**config.mk**
```make
export PLATFORM = sky130hd
export DESIGN_NAME = sector_wp_ctrl
export DESIGN_NICKNAME = d
export VERILOG_FILES = /design/src/rtl/swp_pkg.sv /design/src/rtl/swp_arm_decode.sv /design/src/rtl/swp_pulse_timer.sv /design/src/rtl/swp_prot_store.sv /design/src/rtl/sector_wp_ctrl.sv
export SDC_FILE = /design/constraint.sdc
export NUM_CORES = 1
export LEC_CHECK = 0
export ABC_AREA = 0
export CAP_MARGIN = 20
export CORE_ASPECT_RATIO = 1.1
export CORE_MARGIN = 1.5
export CORE_UTILIZATION = 50
export DETAILED_ROUTE_END_ITERATION = 7
export PLACE_DENSITY = 0.72
export SETUP_SLACK_MARGIN = 0.05
export SLEW_MARGIN = 20
export SYNTH_ARGS = -nofsm -noshare
export SYNTH_HDL_FRONTEND = slang
export SYNTH_SLANG_ARGS = --single-unit
```
**constraint.sdc**
```tcl
create_clock -name clk -period 3.86 [get_ports clk]
set_input_delay 0.772 -clock clk [delete_from_list [all_inputs] [get_ports clk]]
set_output_delay 0.772 -clock clk [all_outputs]
set_load 0.02 [all_outputs]
```
**src/rtl/swp_pkg.sv**
```systemverilog
package swp_pkg;
  localparam int unsigned NUM_SEC = 8;
  localparam int unsigned SEC_W   = $clog2(NUM_SEC);

  typedef enum logic [1:0] {
    OP_IDLE   = 2'd0,
    OP_PROT   = 2'd1,
    OP_UNPROT = 2'd2
  } op_e;

  // Minimum number of low clock edges for a pulse of the given length.
  function automatic int unsigned min_low_cycles(input int unsigned us,
                                                 input int unsigned clk_per_us);
    return us * clk_per_us;
  endfunction

  // Address key that must be high for an unprotect to be armed.
  function automatic logic unprot_key(input logic b6, input logic b12, input logic b16);
    return b6 & b12 & b16;
  endfunction

  // Byte returned by a verify read for one sector's state.
  function automatic logic [7:0] verify_byte(input logic is_prot);
    return {7'b0, is_prot};
  endfunction
endpackage

```
**src/rtl/swp_arm_decode.sv**
```systemverilog
module swp_arm_decode
  import swp_pkg::*;
(
  input  logic hv_a9,
  input  logic hv_oe,
  input  logic hv_ce,
  input  logic key_b6,
  input  logic key_b12,
  input  logic key_b16,
  output logic arm_prot,
  output logic arm_unprot
);
  logic hv_pair;

  always_comb begin
    hv_pair    = hv_a9 & hv_oe;
    arm_prot   = hv_pair & ~hv_ce;
    arm_unprot = hv_pair & hv_ce & unprot_key(key_b6, key_b12, key_b16);
  end
endmodule

```
**src/rtl/swp_pulse_timer.sv**
```systemverilog
module swp_pulse_timer
  import swp_pkg::*;
#(
  parameter int unsigned PROT_MIN   = 100,
  parameter int unsigned UNPROT_MIN = 10000,
  parameter int unsigned SW         = 3,
  localparam int unsigned CNT_W     = $clog2(UNPROT_MIN + 1) + 1
) (
  input  logic          clk,
  input  logic          rst_n,
  input  logic          we_n,
  input  logic          start_prot,
  input  logic          start_unprot,
  input  logic [SW-1:0] sector_in,
  output logic          busy,
  output logic          commit_prot,
  output logic          commit_unprot,
  output logic          short_pulse,
  output logic [SW-1:0] sector_q
);
  localparam logic [CNT_W-1:0] PROT_LIM   = CNT_W'(PROT_MIN);
  localparam logic [CNT_W-1:0] UNPROT_LIM = CNT_W'(UNPROT_MIN);

  op_e              state;
  logic [CNT_W-1:0] low_cnt;
  logic             rising;
  logic             long_enough;

  always_ff @(posedge clk or negedge rst_n) begin
    if (!rst_n) begin
      state    <= OP_IDLE;
      low_cnt  <= '0;
      sector_q <= '0;
    end else begin
      case (state)
        OP_IDLE: begin
          if (start_prot) begin
            state    <= OP_PROT;
            low_cnt  <= CNT_W'(1);
            sector_q <= sector_in;
          end else if (start_unprot) begin
            state    <= OP_UNPROT;
            low_cnt  <= CNT_W'(1);
            sector_q <= sector_in;
          end
        end
        OP_PROT, OP_UNPROT: begin
          if (we_n) begin
            state   <= OP_IDLE;
            low_cnt <= '0;
          end else if (low_cnt != '1) begin
            low_cnt <= low_cnt + 1'b1;
          end
        end
        default: state <= OP_IDLE;
      endcase
    end
  end

  always_comb begin
    busy          = (state != OP_IDLE);
    rising        = busy & we_n;
    long_enough   = (state == OP_UNPROT) ? (low_cnt >= UNPROT_LIM) : (low_cnt >= PROT_LIM);
    commit_prot   = rising & (state == OP_PROT) & long_enough;
    commit_unprot = rising & (state == OP_UNPROT) & long_enough;
    short_pulse   = rising & ~long_enough;
  end
endmodule

```
**src/rtl/swp_prot_store.sv**
```systemverilog
module swp_prot_store #(
  parameter int unsigned NSEC = 8,
  parameter int unsigned SW   = 3
) (
  input  logic            clk,
  input  logic            rst_n,
  input  logic            set_en,
  input  logic [SW-1:0]   set_sec,
  input  logic            clr_all,
  output logic [NSEC-1:0] prot,
  output logic            all_set
);
  for (genvar i = 0; i < NSEC; i++) begin : g_sec
    always_ff @(posedge clk or negedge rst_n) begin
      if (!rst_n)                                  prot[i] <= 1'b0;
      else if (clr_all)                            prot[i] <= 1'b0;
      else if (set_en && (set_sec == SW'(i)))      prot[i] <= 1'b1;
    end
  end

  assign all_set = &prot;
endmodule

```
**src/rtl/sector_wp_ctrl.sv**
```systemverilog
module sector_wp_ctrl
  import swp_pkg::*;
#(
  parameter int unsigned CLK_PER_US = 50,
  parameter int unsigned PROT_US    = 100,
  parameter int unsigned UNPROT_US  = 10000
) (
  input  logic               clk,
  input  logic               rst_n,
  input  logic               we_n,
  input  logic               ce_n,
  input  logic               oe_n,
  input  logic               hv_a9,
  input  logic               hv_oe,
  input  logic               hv_ce,
  input  logic [SEC_W-1:0]   sec_addr,
  input  logic               addr_b6,
  input  logic               addr_b12,
  input  logic               pe_req,
  input  logic [SEC_W-1:0]   pe_sector,
  output logic               pe_go,
  output logic               pe_blocked,
  output logic [NUM_SEC-1:0] inhibit,
  output logic               busy,
  output logic               op_done,
  output logic               pulse_error,
  output logic               unprot_reject,
  output logic               rd_valid,
  output logic [7:0]         rd_data
);
  localparam int unsigned PROT_MIN   = min_low_cycles(PROT_US, CLK_PER_US);
  localparam int unsigned UNPROT_MIN = min_low_cycles(UNPROT_US, CLK_PER_US);

  // Named internal events
  logic we_q;
  logic we_fall;
  logic arm_prot;
  logic arm_unprot;
  logic all_set;
  logic start_prot;
  logic start_unprot;
  logic reject_now;
  logic commit_prot;
  logic commit_unprot;
  logic short_pulse;
  logic rd_cond;
  logic [SEC_W-1:0] sector_q;

  always_ff @(posedge clk or negedge rst_n) begin
    if (!rst_n) we_q <= 1'b1;
    else        we_q <= we_n;
  end

  assign we_fall = we_q & ~we_n;

  swp_arm_decode u_arm (
    .hv_a9      (hv_a9),
    .hv_oe      (hv_oe),
    .hv_ce      (hv_ce),
    .key_b6     (addr_b6),
    .key_b12    (addr_b12),
    .key_b16    (sec_addr[0]),
    .arm_prot   (arm_prot),
    .arm_unprot (arm_unprot)
  );

  always_comb begin
    start_prot   = we_fall & ~busy & arm_prot;
    start_unprot = we_fall & ~busy & arm_unprot & all_set;
    reject_now   = we_fall & ~busy & arm_unprot & ~all_set;
  end

  swp_pulse_timer #(
    .PROT_MIN   (PROT_MIN),
    .UNPROT_MIN (UNPROT_MIN),
    .SW         (SEC_W)
  ) u_timer (
    .clk           (clk),
    .rst_n         (rst_n),
    .we_n          (we_n),
    .start_prot    (start_prot),
    .start_unprot  (start_unprot),
    .sector_in     (sec_addr),
    .busy          (busy),
    .commit_prot   (commit_prot),
    .commit_unprot (commit_unprot),
    .short_pulse   (short_pulse),
    .sector_q      (sector_q)
  );

  swp_prot_store #(
    .NSEC (NUM_SEC),
    .SW   (SEC_W)
  ) u_store (
    .clk     (clk),
    .rst_n   (rst_n),
    .set_en  (commit_prot),
    .set_sec (sector_q),
    .clr_all (commit_unprot),
    .prot    (inhibit),
    .all_set (all_set)
  );

  // Outcome flags, one cycle each
  always_ff @(posedge clk or negedge rst_n) begin
    if (!rst_n) begin
      op_done       <= 1'b0;
      pulse_error   <= 1'b0;
      unprot_reject <= 1'b0;
    end else begin
      op_done       <= commit_prot | commit_unprot;
      pulse_error   <= short_pulse;
      unprot_reject <= reject_now;
    end
  end

  // Verify read path
  assign rd_cond = ~ce_n & ~oe_n & we_n & hv_a9 & ~hv_oe;

  always_ff @(posedge clk or negedge rst_n) begin
    if (!rst_n) begin
      rd_valid <= 1'b0;
      rd_data  <= 8'h00;
    end else begin
      rd_valid <= rd_cond;
      rd_data  <= rd_cond ? verify_byte(inhibit[sec_addr]) : 8'h00;
    end
  end

  // Program/erase gate
  always_comb begin
    pe_blocked = pe_req & inhibit[pe_sector];
    pe_go      = pe_req & ~inhibit[pe_sector];
  end
endmodule

```
* Word-level counts from Yosys, hierarchy flattened *
Cells that the tools add are included.

storage, ports and cells
  bits in registers = 39
  input bits = 17

cells by class
  mux-type cells = 33
  $add $sub $neg = 1
  order comparisons = 4
  reductions and logical operators = 26
  equality and inequality tests = 13
  bitwise operators = 34

operators by type and width
  operator               number
  $mux 20                4
  $pmux 20 s2            1
  $and 1x1->1            24
  $reduce_bool 2->1      11
  $add 20x1->20 const B  1
  $ge 20x13->1 const B   1
  $ge 20x19->1 const B   1
  $mux 1                 20
  $ne 20x20->1 const B   1
  $eq 3x3->1 const B     4
  $not 1->1              9
  $logic_and 1x1->1      8
  $lt 3x4->1 const B     2
  $reduce_and 8->1       1
  $bmux 1 s3             2
  $eq 3x2->1 const B     2
  $mux 2                 3
  $mux 3                 2
  $pmux 2 s2             1
  $reduce_and 2->1       2
  $eq 3x1->1 const B     1
  $logic_not 3->1        1
  $ne 3x2->1 const B     1
  $ne 3x3->1 const B     1
  7 further kinds        7

* Longest topological paths before layout *
  word-level depth = 8
  mapped depth = 9
  mapped depth without buffers = 7

* Cells and area by module *
Synthesis repeated with hierarchy kept, for this count alone.

unflattened totals
  cell total of the unflattened synthesis = 254
  area, all modules = 2376.0 sq um

modules (own cells, without submodules)
  module           area each (sq um)  cells an instance  times used
  swp_pulse_timer  1582.8             178                1
  sector_wp_ctrl   411.6              37                 1
  swp_prot_store   364.1              35                 1
  swp_arm_decode   17.5               4                  1

* Worst setup path before layout *
OpenSTA, ideal clock, no wires.

  kind = input -> output
  start = in pe_sector[0]
  end = out pe_go
  path slack = 1.448 ns
  path buffers = 0
  arrival = 1.640 ns
  data required time = 3.088 ns
  cell stages on the path = 3
  cell sequence = mux4_2 mux2i_1 and2_1

on the way
  cells in the longest elaborated chain, start to end = 4

ends and longest elaborated chain
  item                          RTL line               source
  start: declaration            sector_wp_ctrl.sv:20   input logic [SEC_W-1:0] pe_sector,
  $bmux 1 s3                    sector_wp_ctrl.sv:133  pe_go = pe_req & ~inhibit[pe_sector];
  $mux 1 (not written as such)  sector_wp_ctrl.sv:133
  $not 1->1                     sector_wp_ctrl.sv:133
  $and 1x1->1                   sector_wp_ctrl.sv:133
  end: declaration              sector_wp_ctrl.sv:21   output logic pe_go,

No other way between the ends. The select of a mux whose other input is x is not followed.

* Final worst setup path *
Same ends and word-level chain as after synthesis.

==> impl_metrics.ini <==
[sta]
rsz0062_at_grt = no
period_share = 0.900
tightest_slew_ns = 0.870
timing.fmax_mhz = 288
drv_slew = 0
finClkSkew_ns = 0.00850
layout_min_cycle_time_ns = 3.47
tns_ns = 0
hold_ws_ns = 0.586
finalHoldViolCount = 0
relSlewSlack = 0.420
setup_violations = 0

[drt]
firstDrtPassIters = 4
drc = 0
antenna_left = 0
routed_wl_mm = 5.24
drtIter0Drc = 139
vias_per_cell = 6.15
routedWlPerCell_um = 15.8
vias = 2042

[grt]
grtUsageTotal = 0.220
antenna_found_initial = 0
grt_max_degree = 40
grt_pass1_wl_mm = 8.45
grt_pass1_vias = 1752
grt_overflow = 0

[worst_setup_path]
cp_slowest_stage_delay_ns = 0.59
reg2reg_depth = 8
path_common_cell = clkdlybuf4s50_1
path_delay_family = buffers and inverters
cp.arrival_ns = 2.70
end_kind = primary output
r2r_setup_slack_ns = 1.39
r2r-end = u_timer.low_cnt[3]
cpMaxStageDelayCell = clkdlybuf4s50_1
crit_required_ns = 3.09
crit_buf_inv = 2
r2r-start = u_timer.state[1]
cp_cell_sequence = clkdlybuf4s50_1 > mux4_2 > mux2i_1 > and2_1 > clkdlybuf4s50_1
critPathKind = in -> out
start_kind = primary input
cp_max_fo = 2

[layout]
drive_gt1_frac = 0.101
instances_no_fill = 332
final_nets = 297
syn_to_final_growth_pct = 19.8
n_antenna_cell = 0
final_util = 0.616

[power_and_ir_drop]
p_total_mw = 1.12
p_per_area_mw_per_mm2 = 395
irDropWorstVdd_v = 0.000228
p_leak_nw = 1.20

[synthesis]
seq_area_frac_synth = 0.412
ys_types = 55
async_flop_share = 1.00
synth_area_per_cell_um2 = 9.85
synthTopCellsByArea = dfrtp_1 (40%), mux4_2 (3.8%), o31ai_1 (3.2%)
synth_cells = 241
synthesis.area_mm2 = 0.00237
synth_top_area_frac = 0.401
synth_seq_cells = 39
yosys_warnings = 0
netlist.top_cell.by_area = dfrtp_1
ys.flop_type = dfrtp_1
synth_edf_count = 0

[die]
die_area_mm2 = 0.00517
core-area_mm2 = 0.00462
fp-row-count = 26
fp.dieW_um = 68.7
top_level_ports = 40
die_h_um = 75.3
start_util = 0.514

[placement]
placed_cells = 324
dp_hpwl_mm = 3.74
portBuffers = 32
gp_congestion = 0.812

[clock_tree]
cts_buffers = 5
cts.sinks = 39
ctsHoldBuffers = 0
h-tree-depth = 2
clk_path_buf_depth = 2
cts_root_buffer = clkbuf_8
path_clk_slew_ns = 0.08
cts_resized = 0
cts_tree = done
clk-insertion-delay-late_ns = 0.29
cts_setup_buffers = 0

[worst_hold_path]
hp-class = in -> async

[run]
maxCapViolCount = 0

[status]
status = completed
## synthesized netlist by cell type, types with 6 or more instances
| library cell | count |
|---|---|
| o21a_1 | 6 |
| or4_1 | 6 |
| a21oi_1 | 13 |
| a31oi_1 | 9 |
| dfrtp_1 | 38 |
| nand3_1 | 10 |
| nand2_1 | 15 |
| nand2b_1 | 7 |
| nand4_1 | 7 |
| nor3_1 | 8 |
| buf_4 | 7 |
| nor2_1 | 8 |
| o31ai_1 | 10 |
| inv_1 | 9 |
| o21ai_0 | 9 |
## kinds of logic (layout without fill, tap and decap cells)
family	Yosys count	after routing	share of synthesized area
DFF	39	39	0.412
and+or+nand+nor	96	96	0.250
adders and majority gates	5	5	0.0264
muxes	11	11	0.0691
other	1	7	0.00158
AOI/OAI and AO/OA	65	65	0.185
buffers and inverters	24	53	0.0564
## routing by layer
layer | vias up | share of wire | track usage
met5 | - | 0 | 0
met4 | 0 | 0.014 | 0.0719
met3 | 7 | 0.046 | 0.0478
met2 | 47 | 0.50 | 0.370
met1 | 1004 | 0.44 | 0.282
li1 | 984 | - | -
## final cells by class
cell class                      count  area, µm²
Multi-Input combinational cell    184       1280
Inverter                            9       33.8
Tap cell                           56       70.1
Clock buffer                        6       72.6
Clock inverter                      2       60.1
Fill cell                         412       1780
Sequential cell                    39        977
Timing Repair Buffer               36        345
## power by group
group | switching (mW) | internal, mW | total (mW)
clock network | 0.143 | 0.258 | 0.402
registers | 0.0468 | 0.445 | 0.492
logic | 0.128 | 0.101 | 0.229
total | 0.318 | 0.805 | 1.12
## worst max path at each step
stage / start / to / slack [ns] / depth (start not counted)
6_report: pe_sector[0] / pe_go / 0.39 / 5
5_1_grt: pe_sector[0] / pe_go / 0.25 / 5
4_1_cts: pe_sector[0] / pe_go / 0.37 / 5
3_5_place_dp: pe_sector[0] / pe_go / 0.37 / 5
3_3_place_gp: pe_sector[0] / pe_go / 0.40 / 5
2_1_floorplan: pe_sector[0] / pe_go / 1.45 / 3
## cells in the final DEF (no fill, tap or decap), types with 3 or more instances in the layout
master           instances
dfrtp_1                 38
clkdlybuf4s50_1         31
nand2_1                 15
a21oi_1                 13
nand3_1                 10
o31ai_1                 10
inv_1                    9
o21ai_0                  9
a31oi_1                  9
nor2_1                   8
nor3_1                   8
nand4_1                  7
nand2b_1                 7
conb_1                   7
o21a_1                   6
or4_1                    6
nor4_1                   5
ha_1                     5
clkbuf_8                 5
mux4_2                   4
mux2i_1                  4
and3b_1                  4
buf_4                    4
nor2b_1                  3
o311ai_0                 3
and4b_1                  3
a21o_1                   3
mux2_2                   3
## sequential cells by signal (all words and copies together), names as in the netlist
name              count
op_done               1
rd_data               1
pulse_error           1
unprot_reject         1
u_timer.state         2
u_timer.low_cnt      20
rd_valid              1
we_q                  1
u_timer.sector_q      3
u_store.prot          8
## stage by stage
stage	cell area, µm²	worst slack [ns]
2_1_floorplan	2400	1.45
3_3_place_gp	2710	0.401
3_5_place_dp	2710	0.368
4_1_cts	2840	0.368
5_1_grt	2840	0.250
6_report	2840	0.387
Power figures use the tool's default switching activity.
